File: src/rtl/mont_pkg.sv
package mont_pkg;

  // Width of a counter that must count 0 .. v-1 (at least one bit).
  function automatic int cnt_bits(input int v);
    return (v > 1) ? $clog2(v) : 1;
  endfunction

endpackage

File: src/rtl/mont_cell.sv
// One pipeline cell: retires SW bits of A, NR carry-save steps per clock.
module mont_cell #(
  parameter int W  = 32,
  parameter int SW = 8,
  parameter int NR = 2
) (
  input  logic            clk,
  input  logic            rst,
  input  logic            ld,
  input  logic [W+1:0]    s_in,
  input  logic [W+1:0]    c_in,
  input  logic [SW-1:0]   a_sl,
  input  logic [W-1:0]    b,
  input  logic [W-1:0]    n,
  output logic            done,
  output logic [W+1:0]    s_out,
  output logic [W+1:0]    c_out
);
  localparam int II   = SW / NR;
  localparam int CW   = mont_pkg::cnt_bits(II);
  localparam int IW   = $clog2(SW);
  localparam int SUMW = W + 2;

  logic            busy;
  logic [CW-1:0]   cnt;
  logic [SUMW-1:0] s_r, c_r;
  logic [SUMW-1:0] s_t, c_t, add_b, add_n, s1, c1;
  logic [IW-1:0]   idx;

  assign done = busy && (cnt == CW'(II - 1));

  // NR chained carry-save steps: add a_i*B, add N if LSB is odd, halve.
  always_comb begin
    s_t = s_r;
    c_t = c_r;
    for (int j = 0; j < NR; j++) begin
      idx   = IW'(int'(cnt) * NR + j);
      add_b = a_sl[idx] ? {2'b00, b} : '0;
      s1    = s_t ^ c_t ^ add_b;
      c1    = ((s_t & c_t) | (s_t & add_b) | (c_t & add_b)) << 1;
      add_n = s1[0] ? {2'b00, n} : '0;
      s_t   = (s1 ^ c1 ^ add_n) >> 1;
      c_t   = (s1 & c1) | (s1 & add_n) | (c1 & add_n);
    end
  end

  assign s_out = s_t;
  assign c_out = c_t;

  always_ff @(posedge clk) begin
    if (rst) begin
      busy <= 1'b0;
      cnt  <= '0;
      s_r  <= '0;
      c_r  <= '0;
    end else if (ld) begin
      busy <= 1'b1;
      cnt  <= '0;
      s_r  <= s_in;
      c_r  <= c_in;
    end else if (busy) begin
      s_r <= s_t;
      c_r <= c_t;
      if (done) begin
        busy <= 1'b0;
        cnt  <= '0;
      end else begin
        cnt <= cnt + CW'(1);
      end
    end
  end

  // the partial value held in a busy cell stays below 2N.
  assert_cell_bound_R2: assert property (@(posedge clk) disable iff (rst)
    busy |-> (({1'b0, s_r} + {1'b0, c_r}) < {2'b00, n, 1'b0}));

  // a cell is loaded only when idle or handing its operation on.
  assert_issue_spacing_R4: assert property (@(posedge clk) disable iff (rst)
    ld |-> (!busy || done));

endmodule

File: src/rtl/mont_final.sv
// Carry-propagate add, then one conditional subtraction of N.
module mont_final #(
  parameter int W = 32
) (
  input  logic          clk,
  input  logic          rst,
  input  logic          ld,
  input  logic [W+1:0]  s_in,
  input  logic [W+1:0]  c_in,
  input  logic [W-1:0]  n_in,
  output logic          out_valid,
  output logic [W-1:0]  out_p
);
  localparam int SUMW = W + 2;

  logic            v1;
  logic [SUMW-1:0] sum_r;
  logic [W-1:0]    n_r;
  logic [SUMW-1:0] diff;

  assign diff = sum_r - {2'b00, n_r};

  always_ff @(posedge clk) begin
    if (rst) begin
      v1        <= 1'b0;
      sum_r     <= '0;
      n_r       <= '0;
      out_valid <= 1'b0;
      out_p     <= '0;
    end else begin
      v1        <= ld;
      out_valid <= v1;
      if (ld) begin
        sum_r <= s_in + c_in;
        n_r   <= n_in;
      end
      if (v1) begin
        out_p <= (sum_r >= {2'b00, n_r}) ? diff[W-1:0] : sum_r[W-1:0];
      end
    end
  end

  // the value reaching the adder output is below 2N.
  assert_sum_bound_R2: assert property (@(posedge clk) disable iff (rst)
    v1 |-> (sum_r < {1'b0, n_r, 1'b0}));

  // the delivered product is below its modulus.
  assert_result_reduced_R2: assert property (@(posedge clk) disable iff (rst)
    v1 |=> (out_p < $past(n_r)));

endmodule

File: src/rtl/mont_mul.sv
module mont_mul #(
  parameter int W  = 32,
  parameter int NP = 4,
  parameter int NR = 2
) (
  input  logic          clk,
  input  logic          rst,
  input  logic          in_valid,
  input  logic [W-1:0]  in_a,
  input  logic [W-1:0]  in_b,
  input  logic [W-1:0]  in_n,
  output logic          out_valid,
  output logic [W-1:0]  out_p
);
  localparam int SW   = W / NP;
  localparam int SUMW = W + 2;
  localparam int LAT  = W / NR + 1;

  logic            done_v [NP];
  logic [SUMW-1:0] s_v    [NP];
  logic [SUMW-1:0] c_v    [NP];
  logic [W-1:0]    b_hold [NP];
  logic [W-1:0]    n_hold [NP];

  for (genvar k = 0; k < NP; k++) begin : stg
    localparam int AW = W - k * SW;
    logic            ld;
    logic [AW-1:0]   a_src;
    logic [AW-1:0]   a_hold;
    logic [W-1:0]    b_src, n_src;
    logic [SUMW-1:0] s_src, c_src;

    if (k == 0) begin : g_head
      assign ld    = in_valid;
      assign a_src = in_a;
      assign b_src = in_b;
      assign n_src = in_n;
      assign s_src = '0;
      assign c_src = '0;
    end else begin : g_link
      assign ld    = done_v[k-1];
      assign a_src = stg[k-1].a_hold[AW+SW-1:SW];
      assign b_src = b_hold[k-1];
      assign n_src = n_hold[k-1];
      assign s_src = s_v[k-1];
      assign c_src = c_v[k-1];
    end

    always_ff @(posedge clk) begin
      if (ld) begin
        a_hold    <= a_src;
        b_hold[k] <= b_src;
        n_hold[k] <= n_src;
      end
    end

    mont_cell #(.W(W), .SW(SW), .NR(NR)) u_cell (
      .clk   (clk),
      .rst   (rst),
      .ld    (ld),
      .s_in  (s_src),
      .c_in  (c_src),
      .a_sl  (a_hold[SW-1:0]),
      .b     (b_hold[k]),
      .n     (n_hold[k]),
      .done  (done_v[k]),
      .s_out (s_v[k]),
      .c_out (c_v[k])
    );
  end

  mont_final #(.W(W)) u_final (
    .clk       (clk),
    .rst       (rst),
    .ld        (done_v[NP-1]),
    .s_in      (s_v[NP-1]),
    .c_in      (c_v[NP-1]),
    .n_in      (n_hold[NP-1]),
    .out_valid (out_valid),
    .out_p     (out_p)
  );

  // Issue history used only by the latency checks below.
  logic [LAT-1:0] vpipe;
  always_ff @(posedge clk) begin
    if (rst) vpipe <= '0;
    else     vpipe <= {vpipe[LAT-2:0], in_valid};
  end

  // a result pulse appears exactly LAT edges after its start pulse.
  assert_latency_hit_R3: assert property (@(posedge clk) disable iff (rst)
    vpipe[LAT-1] |=> out_valid);
  assert_latency_quiet_R3: assert property (@(posedge clk) disable iff (rst)
    !vpipe[LAT-1] |=> !out_valid);

endmodule

File: config.mk
export PLATFORM = sky130hd
export DESIGN_NAME = mont_mul
export DESIGN_NICKNAME = d
export VERILOG_FILES = /design/src/rtl/mont_pkg.sv /design/src/rtl/mont_cell.sv /design/src/rtl/mont_final.sv /design/src/rtl/mont_mul.sv
export SDC_FILE = /design/constraint.sdc
export NUM_CORES = 2
export LEC_CHECK = 0
export CORE_ASPECT_RATIO = 2
export CORE_MARGIN = 4
export CORE_UTILIZATION = 55
export CTS_CLUSTER_DIAMETER = 60
export CTS_CLUSTER_SIZE = 28
export DETAILED_ROUTE_END_ITERATION = 8
export GPL_TIMING_DRIVEN = 0
export MAX_ROUTING_LAYER = met4
export PLACE_DENSITY = 0.72
export SLEW_MARGIN = 25
export SYNTH_ARGS = -nofsm -noshare
export SYNTH_HDL_FRONTEND = slang
export SYNTH_SLANG_ARGS = --single-unit
export TNS_END_PERCENT = 30
File: constraint.sdc
create_clock -name clk -period 6.7 [get_ports clk]
set_input_delay 1.675 -clock clk [delete_from_list [all_inputs] [get_ports clk]]
set_output_delay 1.675 -clock clk [all_outputs]
set_load 0.05 [all_outputs]
==> qor.yml <==
hp-class: "reg -> reg"
drt_first_pass_iters: 5
grt_util_met1_pct: 26.5
fin_cells: 5379
floorplan.initialDensity_pct: 55.3
clockBufferDepth: 3
vias: 29400
vias_per_cell: 5.46
dp_cells: 5308
drc_errors: 0
slew_viol_final: 0
use_met2_pct: 55.0
clk-insertion-delay-late_ns: 0.63
cp_max_fo: 10
ys_seq_elements: 716
globalplace.congestion: 0.931
core_area_mm2: 0.0802
final_cell_mix: "inv_1 (565), fa_1 (507), nand2_1 (450), dfxtp_1 (379), edfxtp_1 (336)"
swShare_pct: 28.6
post-place-ws_ns: -1.33
crit_arrival_ns: 7.11
final_core_util_pct: 60.7
power_frac_clock_pct: 31.2
grt_pass1_vias: 32800
holdPathStages: 0
drt-wirelength-per-cell_um: 22.2
cts_sinks: 716
overflow: 0
routed_wl_mm: 119
ys_seq_area_share_pct: 39.9
area_growth_pct: 9.63
required_ns: 7.22
total_power_mw: 9.09
post-route-period-util_pct: 98.4
antenna_found_initial: 1
fin_tns_setup_ns: 0
clk_pin_slew_worst_paths_ns: 0.11
cts_buffers: 38
port_buffers: 131
synth_cells: 4130
dpl.hpwl_mm: 101
synth_ff_type: "dfxtp_1"
dieArea_mm2: 0.0856
avgSynthCellArea_um2: 10.7
grt_max_degree: 72
h-tree-depth: 2
cap_viol_max_count: 0
power.density_mw_per_mm2: 187
gr-usage-all-layers_pct: 28.7
cts_tree: "done"
initialDrtViolationCount: 1388
finalClockSkew_ns: 0.0280
ant_nets: 0
tightestPinTransition_ns: 1.15
grt_pass1_wl_mm: 183
finalInstanceArea_mm2: 0.0487
fin_crit_ns: 6.59
dpl_cell_area_mm2: 0.0471
yosys_warnings: 0
final_common_cell: "inv_1"
syn-num-nets: 4832
p_comb_share_pct: 16.9
outcome: "finished clean"
die_h_um: 410
power.switching_mw: 2.60
synth_area_mm2: 0.0444
diodes: 0
grt.busiest_layer: "met2"
synth_cell_types: 71
grtUsageMet3_pct: 2.08
reg2regPathDepth: 21
endpoint_kind: "flip-flop"
peakVddDrop_uv: 305
rsz0062_at_grt: "false"
hold_viol_final: 0
intPower_mw: 6.49
std_cell_rows: 147
ctsHoldBuffers: 0
hold-worst-slack_ns: 0.409
boundaryPins: 132
synthArstFlopShare_pct: 0
synth_edf_count: 336
relSlewSlack_pct: 23.5
clockRootBuffer: "clkbuf_16"
crit_type: "reg -> reg"
leakage_nw: 18.5
drive_gt1_share_pct: 3.00
nets: 5010
die_x_um: 209
seq_power_share_pct: 51.9
max_freq_mhz: 152
setup_viol: 0
critPathLaunchType: "flip-flop"
fin_ws_ns: 0.108
-- registers in the layout, summed over array words and instances (netlist names) --
register and count:
stg.u_cell.c_r 136, stg.u_cell.s_r 132, b_hold 128, n_hold 128, stg.a_hold 80, u_final.sum_r 34, u_final.n_r 32, u_final.out_p 32
stg.u_cell.cnt 8, stg.u_cell.busy 4, u_final.out_valid 1, u_final.v1 1
-- synthesized netlist by cell type (4+ instances only) --
cell,number,area (um^2)
o311ai_0,5,43.8
xnor2_1,34,298
fa_1,510,10200
nand3_1,23,115
nor3_1,18,90.1
o21a_1,6,45.0
inv_1,567,2130
a211o_1,5,43.8
xor2_1,13,114
o31ai_1,4,30.0
edfxtp_1,336,10100
and3_1,6,37.5
clkbuf_1,167,627
o21bai_1,14,105
nor4b_1,4,35.0
o21ai_0,32,160
nor2b_1,122,763
a211oi_1,199,1490
mux4_2,8,180
nor2_1,298,1120
ha_1,93,1160
nand2_1,450,1690
a31oi_1,16,100
nand2b_1,61,382
o211ai_1,39,293
dfxtp_1,380,7610
nand4_1,16,100
a21o_1,44,330
mux2i_1,260,2600
a21oi_1,166,831
buf_1,41,154
and2_1,132,826
or4_1,4,30.0
-- timing repair --
item	in CTS	in global routing
setup endpoints to repair	25	11
setup buffers	5	0
pin swaps	5	6
hold endpoints to repair	0	0
resized for setup	31	20
-- critical path, stage by stage (launching register included) --
cell and delay, ns:
dfxtp_4 0.39, mux4_2 0.56, buf_6 0.18, nand2_1 0.09, fa_2 0.53, buf_8 0.20
nand2b_1 0.16, fa_1 0.49, fa_1 0.49, inv_1 0.05, fa_1 0.49, ha_2 0.23
fa_2 0.42, a211oi_2 0.28, o21bai_2 0.15, a21oi_1 0.35, o21ai_2 0.17, a22o_1 0.27
o32a_1 0.49, nand4_1 0.21, mux2i_1 0.20, nand2_1 0.06
-- area by class of cell --
type / instances / area (um^2)
Inverter: 567 / 2140
Buffer: 211 / 876
Timing Repair Buffer: 140 / 1460
Sequential cell: 716 / 17700
Clock inverter: 22 / 315
Fill cell: 6907 / 31500
Multi-Input combinational cell: 2634 / 23900
Clock buffer: 46 / 1000
Tap cell: 1043 / 1310
-- per-layer routing --
metal	part of all wire (%)	vias to the layer above	wire length, um
li1	-	13800	-
met1	32	14400	38600
met2	56	702	66900
met3	2.4	413	2830
met4	9.1	0	10900
met5	0	-	0
-- kinds of logic (layout without fill, tap and decap cells) --
kind of cell	Yosys count	after routing	synth area share, %
XOR/XNOR	47	47	0.927
AND/OR/NAND/NOR	1144	1144	11.9
adder cells (fa/ha/maj)	603	603	25.6
multiplexers	270	270	6.32
buffers and inverters	780	986	6.71
flip-flops	716	716	39.9
AO/OA/AOI/OAI	570	570	8.69
-- power groups by stage --
stage	clock network (mW)	registers [mW]	logic (mW)
global route	3.02	4.74	1.72
CTS	2.89	4.72	1.55
detailed placement	0	4.82	1.54
floorplan	0	4.80	0.989
finish	2.83	4.72	1.54
global placement	0	4.82	1.48
-- worst paths after layout --
kind                              from           endpoint  slack [ns]
setup / recovery  stg[3].u_cell.cnt[0]  u_final.sum_r[30]        0.11
hold / removal       stg[0].a_hold[10]   stg[1].a_hold[2]        0.41
setup reg to reg  stg[3].u_cell.cnt[0]  u_final.sum_r[30]        0.11
hold reg to reg      stg[0].a_hold[10]   stg[1].a_hold[2]        0.41
(Power assumes the default switching activity.)
